===== config.mk =====
export PLATFORM = sky130hd
export DESIGN_NAME = uart_frac_tx
export DESIGN_NICKNAME = d
export VERILOG_FILES = /design/src/rtl/uftx_pkg.sv /design/src/rtl/uftx_hold.sv /design/src/rtl/uftx_shifter.sv /design/src/rtl/uftx_rts.sv /design/src/rtl/uart_frac_tx.sv
export SDC_FILE = /design/constraint.sdc
export NUM_CORES = 1
export LEC_CHECK = 0
export ABC_CLOCK_PERIOD_IN_PS = 4100
export BUFFER_PORTS_ARGS = -buffer_cell sky130_fd_sc_hd__buf_2
export CORE_MARGIN = 4
export CORE_UTILIZATION = 58
export CTS_CLUSTER_DIAMETER = 100
export DETAILED_ROUTE_END_ITERATION = 10
export PLACE_DENSITY = 0.79
export SYNTH_ARGS = -nofsm -noshare
export SYNTH_HDL_FRONTEND = slang
export SYNTH_SLANG_ARGS = --single-unit

===== constraint.sdc =====
create_clock -name clk -period 4.1 [get_ports clk]
set_clock_uncertainty 0.2 [all_clocks]
set_input_delay 0.82 -clock clk [delete_from_list [all_inputs] [get_ports clk]]
set_output_delay 0.82 -clock clk [all_outputs]
set_load 0.02 [all_outputs]

===== src/rtl/uftx_pkg.sv =====
package uftx_pkg;

    localparam int DATA_W   = 8;
    localparam int CODE_W   = 4;
    localparam int OVS      = 16;
    localparam int CNT_W    = $clog2(2 * OVS) + 1;
    localparam int BT_W     = $clog2(OVS) + 1;
    localparam int IDX_W    = $clog2(DATA_W);
    localparam int NB_W     = $clog2(DATA_W) + 1;
    localparam int MIN_BITS = 5;

    typedef enum logic [2:0] {
        ST_IDLE,
        ST_START,
        ST_DATA,
        ST_PAR,
        ST_STOP
    } tx_state_e;

    typedef struct packed {
        logic [1:0]        len;
        logic              par_en;
        logic              par_odd;
        logic [CODE_W-1:0] stop_code;
        logic              one_x;
        logic              cts_gate;
    } tx_cfg_t;

    typedef struct packed {
        logic [NB_W-1:0]  nbits;
        logic             par_en;
        logic             par_bit;
        logic [CNT_W-1:0] stop_ticks;
        logic [BT_W-1:0]  bit_ticks;
    } frame_t;

    function automatic logic [NB_W-1:0] f_nbits(input logic [1:0] len);
        return NB_W'(MIN_BITS) + NB_W'(len);
    endfunction

    function automatic logic f_parity(input logic [DATA_W-1:0] d,
                                      input logic [1:0] len,
                                      input logic odd);
        logic [DATA_W-1:0] m;
        m = {DATA_W{1'b1}} >> (2'd3 - len);
        return (^(d & m)) ^ odd;
    endfunction

    function automatic logic [BT_W-1:0] f_bit_ticks(input logic one_x);
        return one_x ? BT_W'(1) : BT_W'(OVS);
    endfunction

    function automatic logic [CNT_W-1:0] f_stop_ticks(input logic [CODE_W-1:0] code,
                                                      input logic [1:0] len,
                                                      input logic one_x);
        if (one_x)
            return code[CODE_W-1] ? CNT_W'(2) : CNT_W'(1);
        else if (code[CODE_W-1] || (len == 2'd0))
            return CNT_W'(OVS + 1) + CNT_W'(code);
        else
            return CNT_W'(OVS / 2 + 1) + CNT_W'(code);
    endfunction

endpackage


===== src/rtl/uftx_hold.sv =====
module uftx_hold
    import uftx_pkg::*;
(
    input  logic              clk,
    input  logic              rst,
    input  logic              wr_valid,
    input  logic [DATA_W-1:0] wr_data,
    input  logic              tx_en,
    input  logic              load,
    output logic              full,
    output logic [DATA_W-1:0] data
);

    logic take;
    assign take = wr_valid && tx_en && !full;

    always_ff @(posedge clk) begin
        if (rst) begin
            full <= 1'b0;
            data <= '0;
        end else if (take) begin
            full <= 1'b1;
            data <= wr_data;
        end else if (load) begin
            full <= 1'b0;
        end
    end

    AST_LOAD_FROM_FULL: assert property (@(posedge clk) disable iff (rst)
        load |-> full);

endmodule


===== src/rtl/uftx_shifter.sv =====
module uftx_shifter
    import uftx_pkg::*;
(
    input  logic              clk,
    input  logic              rst,
    input  logic              tick,
    input  tx_cfg_t           cfg,
    input  logic              cts,
    input  logic              hold_full,
    input  logic [DATA_W-1:0] hold_data,
    output logic              load,
    output logic              txd,
    output logic              busy
);

    tx_state_e         state_q;
    logic [CNT_W-1:0]  cnt_q;
    logic [IDX_W-1:0]  idx_q;
    logic [DATA_W-1:0] sh_q;
    frame_t            fr_q;
    frame_t            fr_new;
    logic              can_start;
    logic [CNT_W-1:0]  limit;
    logic              last;
    logic              start_now;

    assign can_start = hold_full && (!cfg.cts_gate || cts);
    assign limit = (state_q == ST_STOP) ? (fr_q.stop_ticks - CNT_W'(1))
                                        : (CNT_W'(fr_q.bit_ticks) - CNT_W'(1));
    assign last = (cnt_q == limit);
    assign start_now = tick && can_start &&
                       ((state_q == ST_IDLE) || ((state_q == ST_STOP) && last));
    assign load = start_now;
    assign busy = (state_q != ST_IDLE);

    always_comb begin
        fr_new.nbits      = f_nbits(cfg.len);
        fr_new.par_en     = cfg.par_en;
        fr_new.par_bit    = f_parity(hold_data, cfg.len, cfg.par_odd);
        fr_new.stop_ticks = f_stop_ticks(cfg.stop_code, cfg.len, cfg.one_x);
        fr_new.bit_ticks  = f_bit_ticks(cfg.one_x);
    end

    always_ff @(posedge clk) begin
        if (rst) begin
            state_q <= ST_IDLE;
            cnt_q   <= '0;
            idx_q   <= '0;
            sh_q    <= '0;
            fr_q    <= '0;
            txd     <= 1'b1;
        end else if (start_now) begin
            state_q <= ST_START;
            cnt_q   <= '0;
            idx_q   <= '0;
            sh_q    <= hold_data;
            fr_q    <= fr_new;
            txd     <= 1'b0;
        end else if (tick && (state_q != ST_IDLE)) begin
            if (!last) begin
                cnt_q <= cnt_q + CNT_W'(1);
            end else begin
                cnt_q <= '0;
                case (state_q)
                    ST_START: begin
                        state_q <= ST_DATA;
                        txd     <= sh_q[0];
                    end
                    ST_DATA: begin
                        if (idx_q == IDX_W'(fr_q.nbits - NB_W'(1))) begin
                            if (fr_q.par_en) begin
                                state_q <= ST_PAR;
                                txd     <= fr_q.par_bit;
                            end else begin
                                state_q <= ST_STOP;
                                txd     <= 1'b1;
                            end
                        end else begin
                            idx_q <= idx_q + IDX_W'(1);
                            sh_q  <= sh_q >> 1;
                            txd   <= sh_q[1];
                        end
                    end
                    ST_PAR: begin
                        state_q <= ST_STOP;
                        txd     <= 1'b1;
                    end
                    default: begin
                        state_q <= ST_IDLE;
                        txd     <= 1'b1;
                    end
                endcase
            end
        end
    end

    AST_CTS_HOLDS_LINE: assert property (@(posedge clk) disable iff (rst)
        (state_q == ST_IDLE && cfg.cts_gate && !cts) |=> txd);

    AST_START_LOW: assert property (@(posedge clk) disable iff (rst)
        load |=> (!txd && state_q == ST_START));

endmodule


===== src/rtl/uftx_rts.sv =====
module uftx_rts
    import uftx_pkg::*;
(
    input  logic clk,
    input  logic rst,
    input  logic tick,
    input  logic rts_set,
    input  logic auto_en,
    input  logic rx_ctl,
    input  logic tx_en,
    input  logic tx_emp,
    input  logic one_x,
    output logic rts
);

    logic [BT_W-1:0] cnt_q;
    logic [BT_W-1:0] bit_ticks;
    logic            armed;

    assign bit_ticks = f_bit_ticks(one_x);
    assign armed = auto_en && !rx_ctl && !tx_en && tx_emp && rts;

    always_ff @(posedge clk) begin
        if (rst) begin
            rts   <= 1'b0;
            cnt_q <= '0;
        end else if (rts_set) begin
            rts   <= 1'b1;
            cnt_q <= '0;
        end else if (!armed) begin
            cnt_q <= '0;
        end else if (tick) begin
            if (cnt_q == bit_ticks - BT_W'(1)) begin
                rts   <= 1'b0;
                cnt_q <= '0;
            end else begin
                cnt_q <= cnt_q + BT_W'(1);
            end
        end
    end

    AST_RTS_KEPT: assert property (@(posedge clk) disable iff (rst)
        (rts && (!auto_en || rx_ctl)) |=> rts);

endmodule


===== src/rtl/uart_frac_tx.sv =====
module uart_frac_tx
    import uftx_pkg::*;
(
    input  logic              clk,
    input  logic              rst,
    input  logic              tick16,
    input  logic              tx_en,
    input  logic              wr_valid,
    input  logic [DATA_W-1:0] wr_data,
    input  logic [1:0]        char_len,
    input  logic              par_en,
    input  logic              par_odd,
    input  logic [CODE_W-1:0] stop_code,
    input  logic              one_x,
    input  logic              cts_gate,
    input  logic              cts,
    input  logic              rts_auto,
    input  logic              rx_rts_ctl,
    input  logic              rts_set,
    output logic              txd,
    output logic              rts,
    output logic              tx_rdy,
    output logic              tx_emp
);

    tx_cfg_t           cfg;
    logic              hold_full;
    logic [DATA_W-1:0] hold_data;
    logic              load;
    logic              busy;

    always_comb begin
        cfg.len       = char_len;
        cfg.par_en    = par_en;
        cfg.par_odd   = par_odd;
        cfg.stop_code = stop_code;
        cfg.one_x     = one_x;
        cfg.cts_gate  = cts_gate;
    end

    uftx_hold u_hold (
        .clk      (clk),
        .rst      (rst),
        .wr_valid (wr_valid),
        .wr_data  (wr_data),
        .tx_en    (tx_en),
        .load     (load),
        .full     (hold_full),
        .data     (hold_data)
    );

    uftx_shifter u_shift (
        .clk       (clk),
        .rst       (rst),
        .tick      (tick16),
        .cfg       (cfg),
        .cts       (cts),
        .hold_full (hold_full),
        .hold_data (hold_data),
        .load      (load),
        .txd       (txd),
        .busy      (busy)
    );

    assign tx_rdy = !hold_full;
    assign tx_emp = !hold_full && !busy;

    uftx_rts u_rts (
        .clk     (clk),
        .rst     (rst),
        .tick    (tick16),
        .rts_set (rts_set),
        .auto_en (rts_auto),
        .rx_ctl  (rx_rts_ctl),
        .tx_en   (tx_en),
        .tx_emp  (tx_emp),
        .one_x   (one_x),
        .rts     (rts)
    );

    AST_EMPTY_LINE_HIGH: assert property (@(posedge clk) disable iff (rst)
        tx_emp |-> txd);

    AST_WRITE_FILLS: assert property (@(posedge clk) disable iff (rst)
        (wr_valid && tx_rdy && tx_en) |=> !tx_rdy);

    AST_DISABLED_NO_FILL: assert property (@(posedge clk) disable iff (rst)
        (!tx_en && tx_rdy) |=> tx_rdy);

    AST_RTS_DROP_WHEN_EMPTY: assert property (@(posedge clk) disable iff (rst)
        $fell(rts) |-> tx_emp);

endmodule


==> summary.txt <==
Yosys
  • Largest family of logic cells by synthesized area: simple AND/OR/NAND/NOR gates
  • Post-Synthesis Cells: just over 300
  • Yosys warns: 0
  • Seq cells post-synth: 49
  • Synthesized Nets: 344
  • Simple-Gate Fraction of Synth Area: 22.3%
  • Post-synthesis mux area share: 10.9%
  • Post-synth top flop: dfxtp_1
  • Adder-cell share of the synthesized area: under 10%
  • Post-synth EDFFs: 0
  • Compound-Gate Fraction of Synth Area: between 10% and 20%
  • Register area share after synthesis: a little under two fifths
  • Mapped Avg Cell Area: 8.61 sq um
  • Library cells used by synthesis: 46
  • Netlist Area Pre-Place: 0.00267 sq mm
  • Post-synthesis xor/xnor area fraction: 10.0%
  • FFs w/ async S/R, synth: 0%

Cells and area
  • Nets: approximately 370
  • Antenna Cells: 0
  • Layout area overhead: 9.94%
  • Layout cell share with drive strength beyond 1: 14.2%

Critical path
  • CP Max Fanout: 39
  • Critical path class: register to register
  • Endpoint class of the critical path: register
  • Arrival @ worst endpoint: 3.44 ns
  • Req. time, crit path: between 4 and 5 ns
  • Startpoint Class: register
  • R2r setup slk: about 0.69 ns

Flow run
  • Max cap viols: 0

Clocking
  • CTS Hold Bufs: 0
  • Clock Sinks: 49
  • Max H-tree Level: 2
  • Longest Clk Path Bufs: 2
  • CTS Root Cell: clkbuf_8
  • Postcts setup bufs: 0
  • Clk_lat worst skew: around 0.3 ns
  • Cells resized by post-CTS repair: 0
  • CTS tree: done
  • Worst-path clk slew: roughly 0.09 ns
  • Inserted Clock Buffers: 5

Floorplan
  • Die width: between 70 and 80 um
  • Core ar.: roughly 0.0044 sq mm
  • Initial core utilization: between 60% and 70%
  • Die Y-Extent: roughly 76 um
  • Ports: 31
  • Die area: about 0.0058 sq mm
  • Row cnt: 24

Power and ir drop
  • Pint: between 0.7 and 0.8 mW
  • PwrDens: approximately 320 mW/mm^2
  • Peak VDD IR: approximately 340 uV
  • Flop pwr share: a little over half
  • Logic pwr share: a little over a tenth
  • Part of the power in the clock network: 36.4%
  • Leak: 1.32 nW
  • Switch share: about a quarter
  • Sw Pwr: 0.232 mW

Global routing
  • Vias in the first global route: approximately 2000
  • Initial antenna violation count: 0
  • Largest net degree at the start of global routing: 40
  • First-pass GRT wire length: about 9000 um
  • GR Overflow Total: 0
  • GRT Util Overall: around 20%

Timing
  • FMAX: a little under 0.3 GHz
  • Slew Limit Headroom: ~29%
  • Final min period: 3.41 ns
  • Least-Margin Pin Slew: around 1.1 ns
  • # setup viols final: 0
  • Final period utilization: 83.2%
  • Final Hold Viols: 0
  • RSZ-0062 raised after global routing: no
  • Slew Viols, Final: 0
  • Fin Setup TNS: 0 ns
  • Post-layout worst setup margin: 0.691 ns

Route
  • First-pass iteration count of the detailed router: 4
  • Vias/cell: approximately 5.7
  • DR DRC count: 0
  • Post-route ant nets: 0
  • Starting DRT DRC Count: between 100 and 150
  • DR vias: about 2200
  • Detailed-route wire length: 5200 um
  • Routed WL per cell: 13.6 um

Status
  • Status: finished clean

Placement
  • Number of port buffers: 30
  • Dpl ws: ~0.75 ns
  • GP Congestion: just under 0.9
  • Final HPWL DP: around 3800 um

Min path
  • Worst min path class: register to register
cell type report:
type	count	area [sq um]
tap	52	65.1
timing repair buffer	31	158
clock inverter	2	38.8
clock buffer	6	72.6
inverter	15	56.3
multi-input combinational	229	1560
sequential	49	981
fill	374	1480
state kept, by name (all words and copies together), names as in the netlist:
| name | flops |
|---|---|
| u_rts.rts | 1 |
| u_shift.txd | 1 |
| u_shift.idx_q | 3 |
| u_shift.fr_q | 13 |
| u_hold.data | 8 |
| u_rts.cnt_q | 5 |
| u_hold.full | 1 |
| u_shift.sh_q | 8 |
| u_shift.cnt_q | 6 |
| u_shift.state_q | 3 |
synth_stat cells (all sizes together), types with 4 or more instances:
master / count / share of area, %
or3: 6 / 1.4
nor2b: 4 / 0.94
o21ai: 7 / 1.3
a21oi: 12 / 2.3
nand2: 18 / 2.5
inv: 15 / 2.1
nor2: 41 / 5.8
nand2b: 5 / 1.2
nand4: 7 / 1.9
nor3: 8 / 1.5
xnor2: 15 / 4.9
nand3: 9 / 1.7
buf: 7 / 1.7
ha: 7 / 3.3
a211oi: 11 / 3.3
clkbuf: 10 / 1.4
dfxtp: 49 / 37
mux2i: 28 / 11
xor2: 13 / 4.3
per-stage QoR:
stage	util [%]	instance area, sq um	std cells	total power, mW	hold WS [ns]
after CTS	66.5	2930	384	0.958	0.281
after global placement	63.9	2820	376	0.614	0.261
final	66.5	2930	384	0.952	0.283
after detailed placement	63.9	2820	376	0.616	0.269
after global routing	66.5	2930	384	0.993	0.315
after floorplan	-	2670	310	0.585	0.247
cells by family (layout without fill, tap and decap cells):
| group | Yosys count | after routing |
|---|---|---|
| flops | 49 | 49 |
| simple gates | 118 | 118 |
| mux | 29 | 29 |
| buf+inv | 32 | 54 |
| fa+ha+maj | 7 | 7 |
| xor+xnor | 29 | 29 |
| compound gates | 46 | 46 |
worst paths after layout:
| kind | from | to | cells after the start |
|---|---|---|---|
| max reg2reg | u_shift.state_q[2] | u_shift.fr_q[10] | 7 |
| max | u_shift.state_q[2] | u_shift.fr_q[10] | 7 |
| min reg2reg | u_shift.fr_q[15] | u_shift.fr_q[15] | 2 |
| min | u_shift.fr_q[15] | u_shift.fr_q[15] | 2 |
routing by layer:
metal	track usage [%]	vias up	share of wire [%]	wire, um
li1	-	1124	-	-
met1	25.4	1012	45	2360
met2	33.7	46	49	2530
met3	4.22	11	3.9	204
met4	7.77	0	2.2	113
met5	0	-	0	0
layout by cell type, fill, tap and decap left out, types with 3 or more instances in the layout:
cell / instances
dfxtp_1: 49
nor2_1: 41
buf_2: 30
mux2i_1: 28
nand2_1: 18
inv_1: 15
xnor2_1: 15
xor2_1: 13
a21oi_1: 12
a211oi_1: 10
nand3_1: 9
nor3_1: 8
o21ai_0: 7
ha_1: 7
or3_1: 6
nand4_1: 6
nand2b_1: 5
clkbuf_8: 5
nor2b_1: 4
or4_1: 3
nand3b_1: 3
and3_1: 3
worst max-delay path, stage by stage (launching register included):
cell	delay, ns
dfxtp_1	0.53
or3b_1	0.51
and2_4	0.21
o21a_1	0.19
a211oi_2	0.42
a31oi_4	0.50
or4_1	0.61
a21oi_1	0.15
power by group through the flow:
stage | clock, mW | sequential (mW) | combinational [mW]
after floorplan | 0 | 0.510 | 0.0756
after global placement | 0 | 0.512 | 0.102
after detailed placement | 0 | 0.512 | 0.104
after CTS | 0.351 | 0.501 | 0.106
after global routing | 0.372 | 0.503 | 0.118
final | 0.347 | 0.501 | 0.105
(Power assumes the default switching activity.)
